`src/rtl/tws_pkg.sv`:
```
package tws_pkg;
  // Protocol state of the slave
  typedef enum logic [2:0] {
    ST_IDLE,
    ST_ADDR,
    ST_ADDR_ACK,
    ST_CMD_WAIT,
    ST_CMD,
    ST_CMD_ACK,
    ST_READ,
    ST_SKIP
  } tws_state_e;
endpackage

```
`src/rtl/tws_bus_cond.sv`:
```
// Edge and bus-condition detector for synchronised SCL/SDA samples
module tws_bus_cond (
  input  logic clk,
  input  logic rst_n,
  input  logic scl_i,
  input  logic sda_i,
  output logic scl_rise,
  output logic scl_fall,
  output logic start_det,
  output logic stop_det
);
  logic scl_q, sda_q;

  always_ff @(posedge clk or negedge rst_n) begin
    if (!rst_n) begin
      scl_q <= 1'b1;
      sda_q <= 1'b1;
    end else begin
      scl_q <= scl_i;
      sda_q <= sda_i;
    end
  end

  assign scl_rise  = scl_i & ~scl_q;
  assign scl_fall  = ~scl_i & scl_q;
  assign start_det = scl_i & scl_q & sda_q & ~sda_i;
  assign stop_det  = scl_i & scl_q & ~sda_q & sda_i;
endmodule

```
`src/rtl/tws_ctrl_decode.sv`:
```
// Control-field registers, loaded in two steps as the control byte arrives
module tws_ctrl_decode #(
  parameter int CH_W = 3,
  parameter int PD_W = 2
) (
  input  logic            clk,
  input  logic            rst_n,
  input  logic            load_sel,
  input  logic            load_pd,
  input  logic [CH_W+1:0] frag,
  output logic [CH_W-1:0] chan_sel,
  output logic            range_hi,
  output logic            bipolar_en,
  output logic [PD_W-1:0] pd_mode
);
  logic [CH_W-1:0] chan_d;
  logic            rng_d, bip_d;
  logic [PD_W-1:0] pd_d;

  always_comb begin
    chan_d = chan_sel;
    rng_d  = range_hi;
    bip_d  = bipolar_en;
    pd_d   = pd_mode;
    if (load_sel) begin
      chan_d = frag[CH_W+1:2];
      rng_d  = frag[1];
      bip_d  = frag[0];
    end
    if (load_pd) begin
      pd_d = frag[PD_W-1:0];
    end
  end

  always_ff @(posedge clk or negedge rst_n) begin
    if (!rst_n) begin
      chan_sel   <= '0;
      range_hi   <= 1'b0;
      bipolar_en <= 1'b0;
      pd_mode    <= '0;
    end else begin
      chan_sel   <= chan_d;
      range_hi   <= rng_d;
      bipolar_en <= bip_d;
      pd_mode    <= pd_d;
    end
  end
endmodule

```
`src/rtl/tws_read_shift.sv`:
```
// Read-data serialiser: NBYTES bytes, each followed by an ignored master ack slot
module tws_read_shift #(
  parameter int RES_W  = 12,
  parameter int NBYTES = 2
) (
  input  logic             clk,
  input  logic             rst_n,
  input  logic             clr,
  input  logic             load,
  input  logic             adv,
  input  logic [RES_W-1:0] res,
  output logic             pull
);
  localparam int DATA_W = NBYTES * 8;
  localparam int PAD_W  = DATA_W - RES_W;
  localparam int NB_W   = $clog2(NBYTES + 1);
  localparam logic [NB_W-1:0] NB_END   = NB_W'(NBYTES);
  localparam logic [3:0]      ACK_SLOT = 4'd8;

  logic [DATA_W-1:0] sh_q, sh_d;
  logic [3:0]        slot_q, slot_d;
  logic [NB_W-1:0]   nb_q, nb_d;
  logic              act_q, act_d, pull_d;

  always_comb begin
    sh_d   = sh_q;
    slot_d = slot_q;
    nb_d   = nb_q;
    act_d  = act_q;
    pull_d = pull;
    if (clr) begin
      act_d  = 1'b0;
      pull_d = 1'b0;
    end else if (load) begin
      sh_d   = {res, {PAD_W{1'b0}}};
      slot_d = '0;
      nb_d   = '0;
      act_d  = 1'b1;
      pull_d = ~res[RES_W-1];
    end else if (adv && act_q) begin
      if (slot_q == ACK_SLOT) begin
        slot_d = '0;
        if (nb_q != NB_END) nb_d = nb_q + NB_W'(1);
        pull_d = (nb_d != NB_END) && !sh_q[DATA_W-1];
      end else begin
        sh_d   = sh_q << 1;
        slot_d = slot_q + 4'd1;
        pull_d = (slot_d != ACK_SLOT) && (nb_q != NB_END) && !sh_d[DATA_W-1];
      end
    end
  end

  always_ff @(posedge clk or negedge rst_n) begin
    if (!rst_n) begin
      sh_q   <= '0;
      slot_q <= '0;
      nb_q   <= '0;
      act_q  <= 1'b0;
      pull   <= 1'b0;
    end else begin
      sh_q   <= sh_d;
      slot_q <= slot_d;
      nb_q   <= nb_d;
      act_q  <= act_d;
      pull   <= pull_d;
    end
  end
endmodule

```
`src/rtl/twowire_conv_slave.sv`:
```
// Two-wire bus slave that takes converter commands and returns results
module twowire_conv_slave #(
  parameter int               HI_W    = 4,
  parameter logic [HI_W-1:0]  ADDR_HI = 4'b0101,
  parameter int               SEL_W   = 3,
  parameter int               RES_W   = 12,
  parameter int               CH_W    = 3,
  parameter int               PD_W    = 2
) (
  input  logic             clk,
  input  logic             rst_n,
  input  logic             scl_i,
  input  logic             sda_i,
  input  logic [SEL_W-1:0] addr_sel,
  input  logic [RES_W-1:0] conv_data,
  output logic             sda_pull,
  output logic [CH_W-1:0]  chan_sel,
  output logic             range_hi,
  output logic             bipolar_en,
  output logic [PD_W-1:0]  pd_mode,
  output logic             acq_start,
  output logic             acq_end
);
  import tws_pkg::*;

  localparam logic [3:0] BYTE_END = 4'd8;
  localparam logic [3:0] SEL_AT   = 4'(CH_W + 2);  // count before the polarity bit
  localparam logic [3:0] PD_AT    = 4'd7;          // count before the last bit

  // reset: asserted asynchronously, released on a clock edge
  logic [1:0] rst_sync;
  logic       rst_ni;
  always_ff @(posedge clk or negedge rst_n) begin
    if (!rst_n) rst_sync <= 2'b00;
    else        rst_sync <= {rst_sync[0], 1'b1};
  end
  assign rst_ni = rst_sync[1];

  logic scl_rise, scl_fall, start_det, stop_det;
  tws_bus_cond u_cond (
    .clk(clk), .rst_n(rst_ni), .scl_i(scl_i), .sda_i(sda_i),
    .scl_rise(scl_rise), .scl_fall(scl_fall),
    .start_det(start_det), .stop_det(stop_det)
  );

  tws_state_e state_q, state_d;
  logic [3:0] cnt_q, cnt_d;
  logic [7:0] sh_q, sh_d, sh_in;
  logic       ack_q, ack_d, rnw_q, rnw_d, pend_q, pend_d;
  logic       start_d, end_d, load_sel, load_pd, rd_load, rd_adv, rd_clr, rd_pull;

  assign sh_in = {sh_q[6:0], sda_i};

  always_comb begin
    state_d  = state_q;
    cnt_d    = cnt_q;
    sh_d     = sh_q;
    ack_d    = ack_q;
    rnw_d    = rnw_q;
    pend_d   = pend_q;
    start_d  = 1'b0;
    end_d    = 1'b0;
    load_sel = 1'b0;
    load_pd  = 1'b0;
    rd_load  = 1'b0;
    if (stop_det) begin
      state_d = ST_IDLE;
      ack_d   = 1'b0;
      if (pend_q) begin
        end_d  = 1'b1;
        pend_d = 1'b0;
      end
    end else if (start_det) begin
      state_d = ST_ADDR;
      cnt_d   = '0;
      ack_d   = 1'b0;
    end else begin
      case (state_q)
        ST_ADDR: begin
          if (scl_rise && cnt_q != BYTE_END) begin
            sh_d  = sh_in;
            cnt_d = cnt_q + 4'd1;
          end else if (scl_fall && cnt_q == BYTE_END) begin
            if (sh_q[7:1] == {ADDR_HI, addr_sel}) begin
              state_d = ST_ADDR_ACK;
              ack_d   = 1'b1;
              rnw_d   = sh_q[0];
            end else begin
              state_d = ST_SKIP;
            end
          end
        end
        ST_ADDR_ACK: begin
          if (scl_fall) begin
            ack_d = 1'b0;
            if (rnw_q) begin
              state_d = ST_READ;
              rd_load = 1'b1;
            end else begin
              state_d = ST_CMD_WAIT;
            end
          end
        end
        ST_CMD_WAIT: begin
          if (scl_rise && sda_i) begin
            state_d = ST_CMD;
            sh_d    = sh_in;
            cnt_d   = 4'd1;
          end
        end
        ST_CMD: begin
          if (scl_rise && cnt_q != BYTE_END) begin
            sh_d  = sh_in;
            cnt_d = cnt_q + 4'd1;
            if (cnt_q == SEL_AT) begin
              load_sel = 1'b1;
              start_d  = 1'b1;
              pend_d   = 1'b1;
            end
            if (cnt_q == PD_AT) load_pd = 1'b1;
          end else if (scl_fall && cnt_q == BYTE_END) begin
            state_d = ST_CMD_ACK;
            ack_d   = 1'b1;
          end
        end
        ST_CMD_ACK: begin
          if (scl_fall) begin
            ack_d   = 1'b0;
            state_d = ST_SKIP;
          end
        end
        default: ;
      endcase
    end
  end

  always_ff @(posedge clk or negedge rst_ni) begin
    if (!rst_ni) begin
      state_q   <= ST_IDLE;
      cnt_q     <= '0;
      sh_q      <= '0;
      ack_q     <= 1'b0;
      rnw_q     <= 1'b0;
      pend_q    <= 1'b0;
      acq_start <= 1'b0;
      acq_end   <= 1'b0;
    end else begin
      state_q   <= state_d;
      cnt_q     <= cnt_d;
      sh_q      <= sh_d;
      ack_q     <= ack_d;
      rnw_q     <= rnw_d;
      pend_q    <= pend_d;
      acq_start <= start_d;
      acq_end   <= end_d;
    end
  end

  tws_ctrl_decode #(.CH_W(CH_W), .PD_W(PD_W)) u_dec (
    .clk(clk), .rst_n(rst_ni), .load_sel(load_sel), .load_pd(load_pd),
    .frag(sh_in[CH_W+1:0]), .chan_sel(chan_sel), .range_hi(range_hi),
    .bipolar_en(bipolar_en), .pd_mode(pd_mode)
  );

  assign rd_clr = start_det | stop_det;
  assign rd_adv = scl_fall && (state_q == ST_READ);

  tws_read_shift #(.RES_W(RES_W), .NBYTES(2)) u_rd (
    .clk(clk), .rst_n(rst_ni), .clr(rd_clr), .load(rd_load), .adv(rd_adv),
    .res(conv_data), .pull(rd_pull)
  );

  assign sda_pull = ack_q | rd_pull;
endmodule

```
`config.mk`:
```
export PLATFORM = sky130hd
export DESIGN_NAME = twowire_conv_slave
export DESIGN_NICKNAME = d
export VERILOG_FILES = /design/src/rtl/tws_pkg.sv /design/src/rtl/tws_bus_cond.sv /design/src/rtl/tws_ctrl_decode.sv /design/src/rtl/tws_read_shift.sv /design/src/rtl/twowire_conv_slave.sv
export SDC_FILE = /design/constraint.sdc
export NUM_CORES = 1
export LEC_CHECK = 0
export CAP_MARGIN = 20
export CORE_UTILIZATION = 53
export CTS_BUF_LIST = sky130_fd_sc_hd__clkbuf_8
export CTS_CLUSTER_DIAMETER = 200
export DETAILED_ROUTE_END_ITERATION = 10
export PLACE_DENSITY = 0.82
export SYNTH_ARGS = -nofsm -noshare
export SYNTH_HDL_FRONTEND = slang
export SYNTH_SLANG_ARGS = --single-unit
```
`constraint.sdc`:
```
create_clock -name clk -period 1.5 [get_ports clk]
set_input_delay 0.45 -clock clk [delete_from_list [all_inputs] [get_ports clk]]
set_output_delay 0.45 -clock clk [all_outputs]
set_load 0.005 [all_outputs]
```
==> impl_metrics.json, run 1 <==
{
  "cts_root_buf": "clkbuf_8",
  "wire_per_inst_um": 19.1,
  "synth.area.top_cells": "dfrtp_1, mux2_2, mux2_4",
  "synth_area_um2": 2680,
  "insertion_delay_ns": 0.31,
  "grt_pass1_vias": 2301,
  "powerDensity_nw_per_um2": 1090,
  "synth_nets": 258,
  "core_area_um2": 4790,
  "antennaDiodeCount": 0,
  "dp_cells": 379,
  "rows": 25,
  "clockBufferDepth": 2,
  "grt_max_degree": 22,
  "max_cap_violations": 0,
  "cts_hold_buf": 0,
  "finalMaxSlewViolations": 0,
  "syn2layout_area_growth_pct": 48.0,
  "antenna_found_initial": 0,
  "die-height_um": 73.1,
  "end_kind": "flip-flop",
  "worst-path-max-fanout": 6,
  "post_route_cells_drive_above_1_share_pct": 49.1,
  "clock-sinks": 51,
  "ys_ff_latch": 51,
  "postSynthCellCount": 232,
  "place_area_um2": 3570,
  "synth-seq-area-share_pct": 47.8,
  "synth_edf_count": 0,
  "worstSetupPathType": "flip-flop to flip-flop",
  "vdd.ir_drop.worst_mv": 1.09,
  "cts_max_level": 2,
  "synth_flop_cell": "dfrtp_1",
  "cts_buffers": 5,
  "fp.dieArea_um2": 5340,
  "first_pass_iters": 4,
  "grtUsageTotal_pct": 26.7,
  "dpl.hpwl_mm": 4.66,
  "initial_core_util_pct": 55.9,
  "ant_nets": 0,
  "violations": "setup timing",
  "die_w_um": 73.1,
  "finalCritPeriodShare_pct": 125,
  "drc": 0,
  "pre_cts_slack_ns": -0.756,
  "crit_required_ns": 1.70,
  "fin_nets": 361,
  "tritoncts": "done",
  "max_freq_mhz": 532,
  "worstPathCellList": "buf_6 -> or3b_4 -> nor4b_4 -> nand2_2 -> mux2_4",
  "worstHoldPathType": "flip-flop to async pin",
  "hold_viol": 0,
  "fin_worst_skew_ns": 0.0103,
  "status": "finished with violations",
  "port_buffers": 28,
  "vias": 2313,
  "drtIter0Drc": 81,
  "drt-total-wl_mm": 7.70,
  "finalSetupViolations": 44,
  "final_area_um2": 3960,
  "crit_slowest_cell": "dfrtp_1",
  "synth_top_area_share_pct": 45.8,
  "via_per_inst": 5.74,
  "p_leak_uw": 0.00192,
  "period_needed_ns": 1.88,
  "netlist-cell-type-count": 52,
  "fin_cells": 403,
  "gr-total-overflow": 0,
  "fin_total_pwr_uw": 4320,
  "place_congestion": 0.856,
  "slowest_delay_ns": 0.42,
  "start_kind": "flip-flop",
  "cts.clk_slew.worst_paths_ns": 0.10,
  "synth_async_sr_flop_share_pct": 100,
  "yosys_warnings": 0,
  "num_io_pins": 29,
  "rsz0062_at_grt": "true",
  "synth.largest_area_cell": "dfrtp_1",
  "cp.arrival_ns": 2.08,
  "grt_pass1_wl_mm": 10.7,
  "fin_ws_ns": -0.380,
  "syn_area_per_cell_um2": 11.5
}
worst paths after layout:
path | startpoint | end | slack [ns] | cells past startpoint
worst min register to register | rst_sync[1] | sh_q[6] | 0.21 | 0
min in group clk | rst_sync[0] | rst_sync[1] | 0.36 | 0
max in group asynchronous | rst_sync[1] | u_cond.scl_q | 0.73 | 1
worst max-delay path | state_q[0] | u_dec.chan_sel[1] | -0.38 | 5
worst max register to register | state_q[0] | u_dec.chan_sel[1] | -0.38 | 5
worst min-delay path | rst_sync[1] | sh_q[6] | 0.21 | 0
sequential cells by signal, indices dropped and copies added, names as in the netlist, 2 cells and up:
register and count:
cnt_q 4, rst_sync 2, sh_q 8, state_q 3, u_dec.chan_sel 3, u_dec.pd_mode 2
u_rd.nb_q 2, u_rd.sh_q 12, u_rd.slot_q 4
cell families after synthesis:
family	Yosys count	synth area share, %
flip-flops	51	47.8
XOR/XNOR	6	1.96
AO/OA/AOI/OAI	32	7.90
AND/OR/NAND/NOR	73	16.4
adder cells (fa/ha/maj)	7	3.27
multiplexers	42	18.8
buffers and inverters	20	3.78
other	1	0.140
synth_stat cells, types with 2 or more instances:
master	count
nor3_1	5
mux2i_1	3
mux2_2	30
and4b_1	2
xor2_1	4
or2_2	2
dfrtp_1	49
nor3b_1	3
nor4_1	3
mux2_4	9
buf_6	3
nand2b_1	3
dfstp_2	2
inv_1	11
nand2_1	15
buf_2	3
xnor2_1	2
nor2b_1	3
o21ai_0	8
ha_1	7
clkbuf_1	3
a21oi_1	8
a32oi_1	2
nand4b_1	3
and2_1	3
nand3_1	6
o21a_1	3
nand3b_1	3
nor2_1	10
and3_1	2
cells in the final DEF, fill, tap and decap left out, types with 3 or more instances in the layout:
master,count
nand2_2,5
a21oi_2,4
nand2_1,11
inv_2,3
nor3_1,5
mux2i_1,3
dfrtp_1,48
a21oi_1,4
o21a_1,3
clkbuf_8,5
nor2b_1,3
o21ai_0,3
dlygate4sd2_1,14
o21ai_2,4
clkdlybuf4s50_1,13
nor2_1,9
inv_1,9
nand3b_1,3
ha_1,6
xor2_1,3
mux2_4,31
buf_4,61
and2_1,3
nand3_1,6
nand4b_1,3
mux2_2,8
nand2b_1,3
buf_6,14
area by class of cell:
cell class | instances | area (um2)
Multi-Input combinational cell | 162 | 1540
Tap cell | 67 | 83.8
Timing Repair Buffer | 104 | 908
Clock inverter | 3 | 41.3
Inverter | 11 | 41.3
Sequential cell | 51 | 1280
Clock buffer | 5 | 68.8
Fill cell | 258 | 822
routing by layer:
layer  track usage (%)  share of wire, %
met5                 0                 0
met4              12.4               4.4
met3              5.66               3.6
met2              49.0                52
met1              29.3                40
worst max-delay path, delay by kind of cell, from the launching register on:
kind,cells,cell delay [ns]
buffers and inverters,1,0.13
AND/OR/NAND/NOR,3,0.90
flip-flops,1,0.42
multiplexers,1,0.33
power breakdown:
| group | internal [uW] | total [uW] | leakage, uW | switching [uW] |
|---|---|---|---|---|
| Clock | 492 | 960 | 0.0000556 | 468 |
| Combinational | 961 | 1630 | 0.00119 | 671 |
| Sequential | 1570 | 1730 | 0.000676 | 157 |
repair_timing:
action / in CTS / in global routing
pin swaps: 21 / 12
buffers inserted: 11 / 10
resized for setup: 50 / 18
setup endpoints to repair: 56 / 46
gates cloned: 1 / 0
per-stage QoR:
stage          util [%]  hold WS, ns  TNS, ns
2_1_floorplan         -        0.154    -7.58
3_3_place_gp       74.6        0.207   -26.56
3_5_place_dp       74.6        0.206   -28.05
4_1_cts            80.6        0.216   -10.62
5_1_grt            82.8        0.243   -14.44
6_report           82.8        0.210   -12.40
Power figures use the tool's default switching activity.
==> inputs of run 2 (changes only) <==
==> constraint.sdc (replaced) <==
create_clock -name clk -period 1.5 [get_ports clk]
set_input_delay 0.45 -clock clk [delete_from_list [all_inputs] [get_ports clk]]
set_output_delay 0.45 -clock clk [all_outputs]
set_load 0.1 [all_outputs]
==> run 2 against run 1 <==
The flow still finishes with violations (setup timing). Worst hold slack worse by 0.022 ns. Count of clock-buffer cells in the layout unchanged. Power increased by 11%. Via count rose by 6.8%. Sequential power rose by 3%. Register-to-register slack about the same. Global-route usage increased by 7.7 points. Critical path type unchanged. Critical endpoint is now sh_q[4]. Largest power group is now combinational logic.
==> impl_metrics.json, run 2 (same netlist as run 1, synthesis figures left out) <==
{
  "status": "finished with violations",
  "violations": "setup timing",
  "powerDensity_nw_per_um2": 1110,
  "fin_worst_skew_ns": 0.00650,
  "antenna_found_initial": 0,
  "place_congestion": 0.846,
  "die_w_um": 73.1,
  "hold_viol": 0,
  "reg.largest.list": "u_rd.sh_q (12), sh_q (8)",
  "core_area_um2": 4790,
  "worstHoldPathType": "flip-flop to async pin",
  "antennaDiodeCount": 0,
  "die-height_um": 73.1,
  "wire_per_inst_um": 22.9,
  "finalSetupTns_ns": -11.56,
  "startpoint": "cnt_q[0]",
  "clockBufferDepth": 2,
  "initial_core_util_pct": 55.9,
  "drt-total-wl_mm": 9.43,
  "vdd.ir_drop.worst_mv": 1.07,
  "finalMaxSlewViolations": 0,
  "top_register": "u_rd.sh_q",
  "p_leak_uw": 0.00203,
  "fin_total_pwr_uw": 4780,
  "start_kind": "flip-flop",
  "gr-total-overflow": 0,
  "post_route_cells_drive_above_1_share_pct": 57.8,
  "crit_slowest_cell": "dfrtp_1",
  "cts_root_buf": "clkbuf_8",
  "fin_ws_ns": -0.389,
  "cts_max_level": 2,
  "syn2layout_area_growth_pct": 60.9,
  "slowest_delay_ns": 0.36,
  "period_needed_ns": 1.89,
  "ant_nets": 0,
  "drtIter0Drc": 170,
  "pre_cts_slack_ns": -0.781,
  "dpl.hpwl_mm": 4.51,
  "cts.clk_slew.worst_paths_ns": 0.09,
  "final_area_um2": 4310,
  "worst-path-max-fanout": 9,
  "grtUsageTotal_pct": 34.4,
  "drc": 0,
  "rows": 25,
  "end_kind": "flip-flop",
  "place_area_um2": 3640,
  "max_freq_mhz": 529,
  "fp.dieArea_um2": 5340,
  "clock-sinks": 51,
  "rsz0062_at_grt": "true",
  "final_common_cell": "buf_4",
  "worstSetupPathType": "flip-flop to flip-flop",
  "vias": 2470,
  "layout_common_cells": "buf_4, dfrtp_1, mux2_4",
  "via_per_inst": 6.01,
  "fin_nets": 369,
  "largest_reg_flops": 12,
  "first_pass_iters": 4,
  "grt_pass1_wl_mm": 13.2,
  "insertion_delay_ns": 0.31,
  "tritoncts": "done",
  "cp.arrival_ns": 2.10,
  "rr_startpoint": "cnt_q[0]",
  "port_buffers": 28,
  "max_cap_violations": 0,
  "grt_pass1_vias": 2582,
  "finalSetupViolations": 47,
  "grt_max_degree": 26,
  "worstPathCellList": "inv_1 -> ha_4 -> and4bb_2 -> o32a_1 -> nor2_2 -> buf_12 -> mux2_4",
  "finalCritPeriodShare_pct": 126,
  "num_io_pins": 29,
  "crit_required_ns": 1.71,
  "cts_buffers": 5
}
-- run 2: cell types whose count changed in the layout (fill, tap and decap cells not counted), sizes merged --
cell	delta
buf	+18
bufinv	+1
clkinvlp	-1
clkdlybuf4s15	+1
and3	-1
dlygate4sd2	-10
-- run 2: report_power, final --
group	total [uW]	internal [uW]	switching (uW)
sequential	1790	1570	213
clock	1130	660	475
combinational	1860	1020	845
-- run 2: final timing paths --
kind	slack [ns]	cells after the start	to
max	-0.39	7	sh_q[4]
min	0.19	0	acq_end
max reg2reg	-0.39	7	sh_q[4]
min reg2reg	0.19	0	acq_end
max in group asynchronous	0.77	1	u_cond.sda_q
min in group clk	0.37	0	rst_sync[1]
-- run 2: final cells by class --
type                            instances  area, um2
Sequential cell                        51       1280
Multi-Input combinational cell        161       1620
Tap cell                               67       83.8
Clock inverter                          3       63.8
Clock buffer                            5       68.8
Fill cell                             188        477
Inverter                               11       41.3
Timing Repair Buffer                  113       1150
-- run 2: timing repair --
| item | 4_1_cts | 5_1_grt |
|---|---|---|
| resized for setup | 50 | 35 |
| setup buffers | 17 | 17 |
| pin swaps | 15 | 28 |
| setup endpoints to repair | 47 | 47 |
| hold buffers | 0 | 0 |
| cloned | 2 | 0 |
-- run 2: critical path, delay by kind of cell, from the launching register on --
kind,cells,cell delay (ns)
AND/OR/NAND/NOR,2,0.39
flip-flops,1,0.36
AO/OA/AOI/OAI,1,0.31
adder cells (fa/ha/maj),1,0.16
buffers and inverters,2,0.24
multiplexers,1,0.30
-- run 2: routing by layer --
layer	GRT usage [%]	part of all wire [%]	routed length, um	vias to the layer above
met4	21.6	7.0	657	0
li1	-	-	-	1048
met1	36.4	36	3400	1234
met3	6.63	4.6	434	56
met5	0	0	0	-
met2	62.3	52	4940	132
-- run 2: stage by stage --
step / instances / hold WS [ns] / utilization (%)
after global routing: 411 / 0.219 / 90.0
after global placement: 374 / 0.192 / 76.1
final: 411 / 0.188 / 90.0
after CTS: 400 / 0.199 / 86.4
after floorplan: 232 / 0.154 / -
after detailed placement: 374 / 0.194 / 76.1
==> inputs of run 3 (changes only) <==
--- a/config.mk
+++ b/config.mk
@@ -11,6 +11,7 @@
 export CTS_CLUSTER_DIAMETER = 200
 export DETAILED_ROUTE_END_ITERATION = 10
 export PLACE_DENSITY = 0.82
+export SLEW_MARGIN = 10
 export SYNTH_ARGS = -nofsm -noshare
 export SYNTH_HDL_FRONTEND = slang
 export SYNTH_SLANG_ARGS = --single-unit
==> results of run 3 <==
No change in the layout: final DEF, timing and power equal those of run 2.
